`config.mk`:
```
export PLATFORM = sky130hd
export DESIGN_NAME = pcm_serial_rx
export DESIGN_NICKNAME = d
export VERILOG_FILES = /design/src/rtl/pcm_rx_pkg.sv /design/src/rtl/pcm_frame_tracker.sv /design/src/rtl/pcm_shift_capture.sv /design/src/rtl/pcm_serial_rx.sv
export SDC_FILE = /design/constraint.sdc
export NUM_CORES = 1
export LEC_CHECK = 0
export ABC_AREA = 1
export BUFFER_PORTS_ARGS = -buffer_cell sky130_fd_sc_hd__buf_2
export CORE_MARGIN = 5
export CORE_UTILIZATION = 55
export CTS_CLUSTER_DIAMETER = 80
export DETAILED_ROUTE_END_ITERATION = 6
export HOLD_SLACK_MARGIN = 0.05
export PLACE_DENSITY = 0.75
export RECOVER_POWER = 25
export SLEW_MARGIN = 20
export SYNTH_ARGS = -nofsm -noshare
export SYNTH_HDL_FRONTEND = slang
export SYNTH_HIERARCHICAL = 1
export SYNTH_SLANG_ARGS = --single-unit
```
`constraint.sdc`:
```
create_clock -name clk_bit -period 4.1 [get_ports clk_bit]
set_input_delay 0.41 -clock clk_bit [delete_from_list [all_inputs] [get_ports clk_bit]]
set_output_delay 0.41 -clock clk_bit [all_outputs]
set_load 0.005 [all_outputs]
```
`src/rtl/pcm_rx_pkg.sv`:
```
package pcm_rx_pkg;
  localparam int WORD_W  = 32;
  localparam int WIDTH_W = $clog2(WORD_W) + 1;

  typedef enum logic [2:0] {
    FMT_RJ16  = 3'd0,
    FMT_RJ20  = 3'd1,
    FMT_LJ24  = 3'd2,
    FMT_DLY24 = 3'd3,
    FMT_RJ24  = 3'd4,
    FMT_RJ32  = 3'd5,
    FMT_LJ32  = 3'd6,
    FMT_DLY32 = 3'd7
  } fmt_code_e;

  // tail_aligned: sample ends at the frame edge; delayed: MSB one slot late
  typedef struct packed {
    logic               tail_aligned;
    logic               delayed;
    logic [WIDTH_W-1:0] width;
  } fmt_info_t;

  function automatic fmt_info_t decode_fmt(input logic [2:0] code);
    fmt_info_t r;
    r = '0;
    case (fmt_code_e'(code))
      FMT_RJ16:  begin r.tail_aligned = 1'b1; r.width = WIDTH_W'(16); end
      FMT_RJ20:  begin r.tail_aligned = 1'b1; r.width = WIDTH_W'(20); end
      FMT_LJ24:  begin r.width = WIDTH_W'(24); end
      FMT_DLY24: begin r.delayed = 1'b1; r.width = WIDTH_W'(24); end
      FMT_RJ24:  begin r.tail_aligned = 1'b1; r.width = WIDTH_W'(24); end
      FMT_RJ32:  begin r.tail_aligned = 1'b1; r.width = WIDTH_W'(32); end
      FMT_LJ32:  begin r.width = WIDTH_W'(32); end
      default:   begin r.delayed = 1'b1; r.width = WIDTH_W'(32); end
    endcase
    return r;
  endfunction
endpackage

```
`src/rtl/pcm_frame_tracker.sv`:
```
module pcm_frame_tracker #(
  parameter int CNT_W = 7
) (
  input  logic             clk,
  input  logic             rst_n,
  input  logic             frame_clk,
  output logic             frame_edge,
  output logic             lr_q,
  output logic             synced_q,
  output logic [CNT_W-1:0] cnt_q,
  output logic [CNT_W-1:0] idx_next
);
  localparam logic [CNT_W-1:0] CNT_MAX = '1;

  logic primed_q;

  assign frame_edge = primed_q && (frame_clk != lr_q);
  // saturating: a counter parked at max never matches a capture slot
  assign idx_next   = (cnt_q == CNT_MAX) ? CNT_MAX : cnt_q + CNT_W'(1);

  always_ff @(posedge clk or negedge rst_n) begin
    if (!rst_n) begin
      primed_q <= 1'b0;
      lr_q     <= 1'b0;
      synced_q <= 1'b0;
      cnt_q    <= CNT_MAX;
    end else begin
      primed_q <= 1'b1;
      lr_q     <= frame_clk;
      cnt_q    <= frame_edge ? '0 : idx_next;
      if (frame_edge) synced_q <= 1'b1;
    end
  end

  AST_CNT_CLEAR: assert property (@(posedge clk) disable iff (!rst_n)
    frame_edge |=> (cnt_q == '0));

  AST_SYNC_ON_EDGE: assert property (@(posedge clk) disable iff (!rst_n)
    $rose(synced_q) |-> $past(frame_edge));
endmodule

```
`src/rtl/pcm_shift_capture.sv`:
```
module pcm_shift_capture
  import pcm_rx_pkg::*;
#(
  parameter int W = WORD_W
) (
  input  logic               clk,
  input  logic               rst_n,
  input  logic               sdata,
  input  logic [WIDTH_W-1:0] width,
  output logic [W-1:0]       word_prev,
  output logic [W-1:0]       word_now
);
  logic [W-1:0]       sreg_q;
  logic [W-1:0]       with_now;
  logic [WIDTH_W-1:0] shamt;

  assign with_now  = {sreg_q[W-2:0], sdata};
  assign shamt     = WIDTH_W'(W) - width;
  // last N bits sit at the bottom; move them to the top, zeros fill below
  assign word_prev = sreg_q << shamt;
  assign word_now  = with_now << shamt;

  always_ff @(posedge clk or negedge rst_n) begin
    if (!rst_n) sreg_q <= '0;
    else        sreg_q <= with_now;
  end

  AST_SHIFT_IN: assert property (@(posedge clk) disable iff (!rst_n)
    $past(rst_n) |-> (sreg_q[0] == $past(sdata)));
endmodule

```
`src/rtl/pcm_serial_rx.sv`:
```
module pcm_serial_rx
  import pcm_rx_pkg::*;
#(
  parameter int CNT_W = 7
) (
  input  logic              clk_bit,
  input  logic              rst_n,
  input  logic [2:0]        fmt_sel,
  input  logic              frame_clk,
  input  logic              sdata,
  output logic              out_valid,
  output logic [WORD_W-1:0] out_left,
  output logic [WORD_W-1:0] out_right
);
  logic              frame_edge, lr_q, synced_q;
  logic [CNT_W-1:0]  cnt_q, idx_next, target;
  logic [2:0]        fmt_q;
  fmt_info_t         info;
  logic [WORD_W-1:0] word_prev, word_now, cap_word, hold_left;
  logic              cap_tail, cap_head, cap_any, half_left, cap_left, cap_right;

  pcm_frame_tracker #(.CNT_W(CNT_W)) u_track (
    .clk(clk_bit), .rst_n(rst_n), .frame_clk(frame_clk),
    .frame_edge(frame_edge), .lr_q(lr_q), .synced_q(synced_q),
    .cnt_q(cnt_q), .idx_next(idx_next)
  );

  // fmt_q and lr_q still describe the finishing half on an edge cycle
  assign info   = decode_fmt(fmt_q);
  assign target = info.delayed ? CNT_W'(info.width) : CNT_W'(info.width) - CNT_W'(1);

  pcm_shift_capture #(.W(WORD_W)) u_shift (
    .clk(clk_bit), .rst_n(rst_n), .sdata(sdata), .width(info.width),
    .word_prev(word_prev), .word_now(word_now)
  );

  assign cap_tail  = frame_edge && synced_q && info.tail_aligned;
  assign cap_head  = !info.tail_aligned && (idx_next == target);
  assign cap_any   = cap_tail || cap_head;
  assign cap_word  = cap_tail ? word_prev : word_now;
  assign half_left = info.delayed ? !lr_q : lr_q;
  assign cap_left  = cap_any && half_left;
  assign cap_right = cap_any && !half_left;

  always_ff @(posedge clk_bit or negedge rst_n) begin
    if (!rst_n) begin
      fmt_q     <= FMT_LJ24;
      hold_left <= '0;
      out_left  <= '0;
      out_right <= '0;
      out_valid <= 1'b0;
    end else begin
      if (frame_edge) fmt_q <= fmt_sel;
      out_valid <= cap_right;
      if (cap_left) hold_left <= cap_word;
      if (cap_right) begin
        out_left  <= hold_left;
        out_right <= cap_word;
      end
    end
  end

  AST_FMT_HOLD: assert property (@(posedge clk_bit) disable iff (!rst_n)
    !frame_edge |=> $stable(fmt_q));

  AST_VALID_PULSE: assert property (@(posedge clk_bit) disable iff (!rst_n)
    out_valid |=> !out_valid);

  AST_NO_EARLY_PAIR: assert property (@(posedge clk_bit) disable iff (!rst_n)
    !synced_q |=> !out_valid);

  AST_PAIR_HOLD: assert property (@(posedge clk_bit) disable iff (!rst_n)
    !cap_right |=> ($stable(out_left) && $stable(out_right)));
endmodule

```
# Word-level counts from Yosys, hierarchy flattened
# Index checks and enable logic that the tools add are counted.
totals:
  ff_bits: 142
  latchBits: 0
  ramBits: 0
  mem_bits_ro: 0
  input_bits: 7
  elab_cells: 45
  n_memories: 0
classes:
  add_sub_neg: 3
  n_mul: 0
  div: 0
  n_lt_le_gt_ge: 0
  n_eq_ne: 9
  n_shift: 2
  n_mux: 7
  n_bitwise: 0
  reduce_logical: 14
op_table:
  columns: ["operator", "n"]
  rows:
  - ["32-bit by 6-bit << shifter with 32-bit output", 2]
  - ["32-bit 2-to-1 mux", 1]
  - ["7-bit 2-to-1 mux", 3]
  - ["6-bit case mux with 3 select lines", 1]
  - ["3-bit equality test, second input constant", 3]
  - ["7-bit by 1-bit adder with 7-bit output, second input constant", 1]
  - ["7-bit equality test", 1]
  - ["7-bit equality test, second input constant", 1]
  - ["6-bit by 1-bit subtractor with 7-bit output, second input constant", 1]
  - ["3-bit by 2-bit equality test with 1-bit output, second input constant", 2]
  - ["1-bit logical AND", 6]
  - ["6-bit OR reduction", 1]
  - ["6-bit subtractor, first input constant", 1]
  - ["4-bit OR reduction", 1]
  - ["3-bit by 1-bit equality test with 1-bit output, second input constant", 1]
  - ["1-bit zero test", 3]
  - ["3-bit zero test", 1]
  - ["3-bit OR reduction", 1]
  - ["1-bit 2-to-1 mux", 2]
  - ["1-bit logical OR", 1]
  - ["1-bit != test", 1]

# Depth between registers and ports, before layout
depth:
  ltp_word: 9
  depth_mapped: 19

# Hierarchy
# Netlist, hierarchy kept.
by_module_without_submodules:
  columns: ["module", "n_inst", "cells_each", "area_each_um2", "seq_area_each_um2"]
  rows:
  - ["pcm_serial_rx", 1, 519, 4563.1, 2503.7]
  - ["pcm_shift_capture", 1, 509, 2995.4, 800.8]
  - ["pcm_frame_tracker", 1, 52, 485.5, 259.0]

# Worst setup path before layout
# No wires, ideal clock.
synth_path:
  path_kind: "register -> register"
  startpoint: "register fmt_q[0]"
  endpoint: "register hold_left[16]"
  setup_time_ns: 0.117
  t_arrival_ns: 2.859
  required_ns: 3.983
  path_slack_ns: 1.124
  path_stages_with_launch: 19
  n_path_buf: 1
  period_less_slack_ns: 2.976
  cell_sequence: "dfrtp_1 -> nor2_1 -> nand2_1 -> nand2_1 -> inv_1 -> ha_1 -> inv_1 -> nand3_1 -> inv_1 -> nor2_2 -> nand2_2 -> xor2_4 -> buf_2 -> nand3_1 -> nand3_1 -> nand2_1 -> mux2_2 -> nand3_1 -> nand2_1"
synth_rtl:
  columns: ["element", "line_no", "text"]
  rows:
  - ["from (decl)", "pcm_serial_rx.sv:17", "logic [2:0] fmt_q;"]
  - ["from (signal assigned)", "pcm_serial_rx.sv:53", "if (frame_edge) fmt_q <= fmt_sel;"]
  - ["to (signal assigned)", "pcm_serial_rx.sv:55", "if (cap_left) hold_left <= cap_word;"]
  - ["to (decl)", "pcm_serial_rx.sv:19", "logic [WORD_W-1:0] word_prev, word_now, cap_word, hold_left;"]

==> parameters.txt <==
Parameter                              Value

Outcome
  Outcome ... finished with violations
  Violated checks ... capacitance limit, slew limit

Worst setup path
  Class of the most critical setup path ... flop to flop
  Destination of the worst register-to-register timing path ... hold_left[16]
  CP startpoint kind ... flop
  CP Capture Type ... flop
  Startpoint of the worst setup timing path ... fmt_q[0]
  Maximum fanout along the worst path ... 29
  Worst Path Arrival ... 3.72 ns
  Required time reported for the critical path endpoint ... 4.41 ns
  Number of cell instances on the worst register-to-register path ... 17
  Setup slack of the worst register-to-register path ... approximately 0.69 ns
  Launching point of the worst reg2reg path ... fmt_q[0]

Pwr
  Power per Cell Area ... ~590 mW/mm²
  Maximum VDD drop ... 0.3054 mV
  Static leakage ... 4.948 nW

Drt
  Post-DRT Antenna Nets ... 0
  Average wire per standard cell ... 15.23 µm
  Mean number of vias per cell ... ~5.6
  Total DRC errors in the routed layout ... 0
  Number of violations reported at the end of detailed-routing iteration 0 ... 690
  Via count ... roughly 7400
  Total wire length after detailed routing ... 20060 µm
  DR pass1 iterations ... 5

Logic synthesis
  Sequential element share of the synthesized area ... 44.30%
  Summed instance area of the synthesized netlist ... 0.008044 mm²
  Synth warn ... 6
  Post-synthesis cell count ... approximately 1100
  FF+latch count, synth ... 142
  Mean instance size in the synthesized netlist ... 7.448 µm²
  Count of cell types in the netlist ... 32

STA
  Number of hold-slack violations in the final timing report ... 0
  Setup TNS after final layout ... 0 ns
  Setup repair after global routing missed its margin ... false
  Final max-slew violation count ... 64
  Final setup violation count ... 0
  Final clock skew ... 0.007548 ns
  Post-layout minimum cycle time ... 3.409 ns
  Worst slew margin relative to its limit ... -79.66%
  Fraction of the cycle the final worst path needs ... 83.16%
  Worst Max-Slew Pin Slew ... 2.695 ns
  Minimum hold slack ... 0.1389 ns
  Upper clock frequency limit ... ~300 MHz

Finish
  Antenna cells ... 0
  Leading cell type in the layout, fill and taps excluded ... sky130_fd_sc_hd__nand2_1
  Fraction of final layout cells with drive strength greater than 1 ... 15.89%
  # nets final ... 1130
  Synthesis-to-layout area growth ... 12.10%
  Design Area, Final ... 0.009017 mm²
  Leading cell types in the layout, fill and taps excluded ... 417 x sky130_fd_sc_hd__nand2_1, 293 x sky130_fd_sc_hd__nand3_1, 134 x sky130_fd_sc_hd__dfrtp_1, 68 x sky130_fd_sc_hd__buf_2, 32 x sky130_fd_sc_hd__mux2_2

Die
  DIE AREA ... 0.01714 mm²
  Number of top-level pins ... 72
  Core Region ... 0.01442 mm²
  Die H ... 130.9 µm
  Starting density of the core ... 55.77%
  Die Wd ... 130.9 µm
  Std-Cell Rows ... 44

Place
  Detailed placer's ending HPWL ... 13890 µm
  Standard cell area after detailed placement ... 0.008409 mm²
  Port Buffer Count ... 71
  Final Wtd Congestion ... 0.9456

Clocking
  Clk_lat worst skew ... 0.43 ns
  Max clock buf depth ... 2
  Clock-pin slew reported for the worst setup and hold paths after clock tree synthesis ... 0.06 ns
  CTS Buf Count ... 17
  H-tree level count ... 4
  Clock net sink count ... 142
  Clk root buf ... sky130_fd_sc_hd__clkbuf_16
  CTS tree ... built

Global route
  Vias in the first global route ... 6498
  GRT Resource Usage Total ... 24.27%
  Global-route wire length before repair ... ~33000 µm
  Remaining Overflow, GRT ... 0
  Pin count of the biggest net entering global routing ... 67
  Antenna violations before repair ... 0

Worst hold path
  Worst hold endpoint ... u_track/lr_q
  Worst min path class ... input pin to flop
  Origin of the worst min-delay path ... frame_clk
  Worst hold path depth ... 1

Job
  Number of max-cap violations ... 1
cell usage after synthesis, drive strengths merged:
library cell | count | area share (%)
nor2 | 32 | 1.6
mux2 | 32 | 4.5
clkbuf | 26 | 1.2
inv | 29 | 1.4
a21oi | 24 | 1.7
dfstp | 8 | 2.6
o21ai | 5 | 0.31
buf | 45 | 3.8
conb | 2 | 0.093
or2 | 1 | 0.078
ha | 3 | 0.47
nand4 | 6 | 0.47
nand3b | 1 | 0.093
nor3 | 4 | 0.25
clkinv | 1 | 0.047
dfrtp | 134 | 42
nand2 | 423 | 20
xnor2 | 4 | 0.62
nand3 | 295 | 18
xor2 | 5 | 0.87
routing by layer:
layer  share of wire [%]  routed length (µm)  global-route usage [%]  up-vias
li1                    -                   -                       -     3636
met1                  47                9511                   36.30     3483
met2                  46                9138                   36.63      222
met3                 5.4                1081                   3.455       24
met4                 1.7                 332                   7.683        0
met5                   0                   0                       0        -
cells by family (layout without fill, tap and decap cells):
kind of cell / Yosys count / in the layout / synth area share, %
AOI/OAI and AO/OA: 29 / 29 / 1.991
muxes: 32 / 32 / 4.480
and+or+nand+nor: 762 / 762 / 40.78
other: 2 / 4 / 0.09336
adders and majority gates: 3 / 3 / 0.4667
DFF: 142 / 142 / 44.30
buffers and inverters: 101 / 152 / 6.393
xor gates and xnor gates: 9 / 9 / 1.493
stage by stage:
step                cells  setup WS [ns]  total power [mW]  util (%)
floorplan            1082          1.124             3.141         -
detailed placement   1284         0.7209             3.701     58.30
finish               1317         0.6906             5.277     62.52
CTS                  1317         0.6952             5.294     62.53
global route         1317         0.2380             5.633     62.52
global placement     1284         0.7374             3.679     58.30
worst max-delay path: stages, from the launching register on:
cell and delay, ns:
sky130_fd_sc_hd__dfrtp_1 0.43, sky130_fd_sc_hd__nor2_1 0.21, sky130_fd_sc_hd__nand2_1 0.09, sky130_fd_sc_hd__nand2_1 0.08, sky130_fd_sc_hd__inv_1 0.04, sky130_fd_sc_hd__ha_1 0.20
sky130_fd_sc_hd__inv_1 0.09, sky130_fd_sc_hd__nand3_1 0.12, sky130_fd_sc_hd__inv_1 0.22, sky130_fd_sc_hd__nor2_2 0.09, sky130_fd_sc_hd__nand2_2 0.17, sky130_fd_sc_hd__xor2_4 0.60
sky130_fd_sc_hd__nand3_1 0.24, sky130_fd_sc_hd__nand3_1 0.20, sky130_fd_sc_hd__nand2_1 0.07, sky130_fd_sc_hd__mux2_2 0.28, sky130_fd_sc_hd__nand3_1 0.09, sky130_fd_sc_hd__nand2_1 0.05
report_power, final:
part	internal (mW)	total, mW	switching, mW
clock network	0.918	1.56	0.646
registers	1.76	1.97	0.210
logic	0.628	1.74	1.12
worst max path at each step:
stage                              to  slack [ns]
floorplan               hold_left[16]        1.12
finish                  hold_left[16]        0.69
global placement        hold_left[16]        0.74
detailed placement      hold_left[16]        0.72
global route        u_shift/sreg_q[6]        0.24
CTS                     hold_left[16]        0.70
state kept, by name, indices dropped and copies added (netlist names):
| name | count |
|---|---|
| hold_left | 32 |
| u_track/cnt_q | 7 |
| fmt_q | 3 |
| u_shift/sreg_q | 32 |
| out_valid | 1 |
| u_track/lr_q | 1 |
| u_track/primed_q | 1 |
| u_track/synced_q | 1 |
| out_right | 32 |
| out_left | 32 |
cell type report:
class                      instances  area (µm²)
sequential                       142        3563
clock buffer                      17       425.4
timing repair buffer              90       501.7
clock inverter                    15       175.2
inverter                          30       112.6
tap                              184       230.2
fill                            1307        5406
multi-input combinational        839        4009
repair_timing:
action                    CTS  global route
hold endpoints to repair   61             0
buffers inserted            0             0
hold buffers                1             0
gates resized for setup     0             0
No activity file was read; power rests on OpenSTA's default activity.
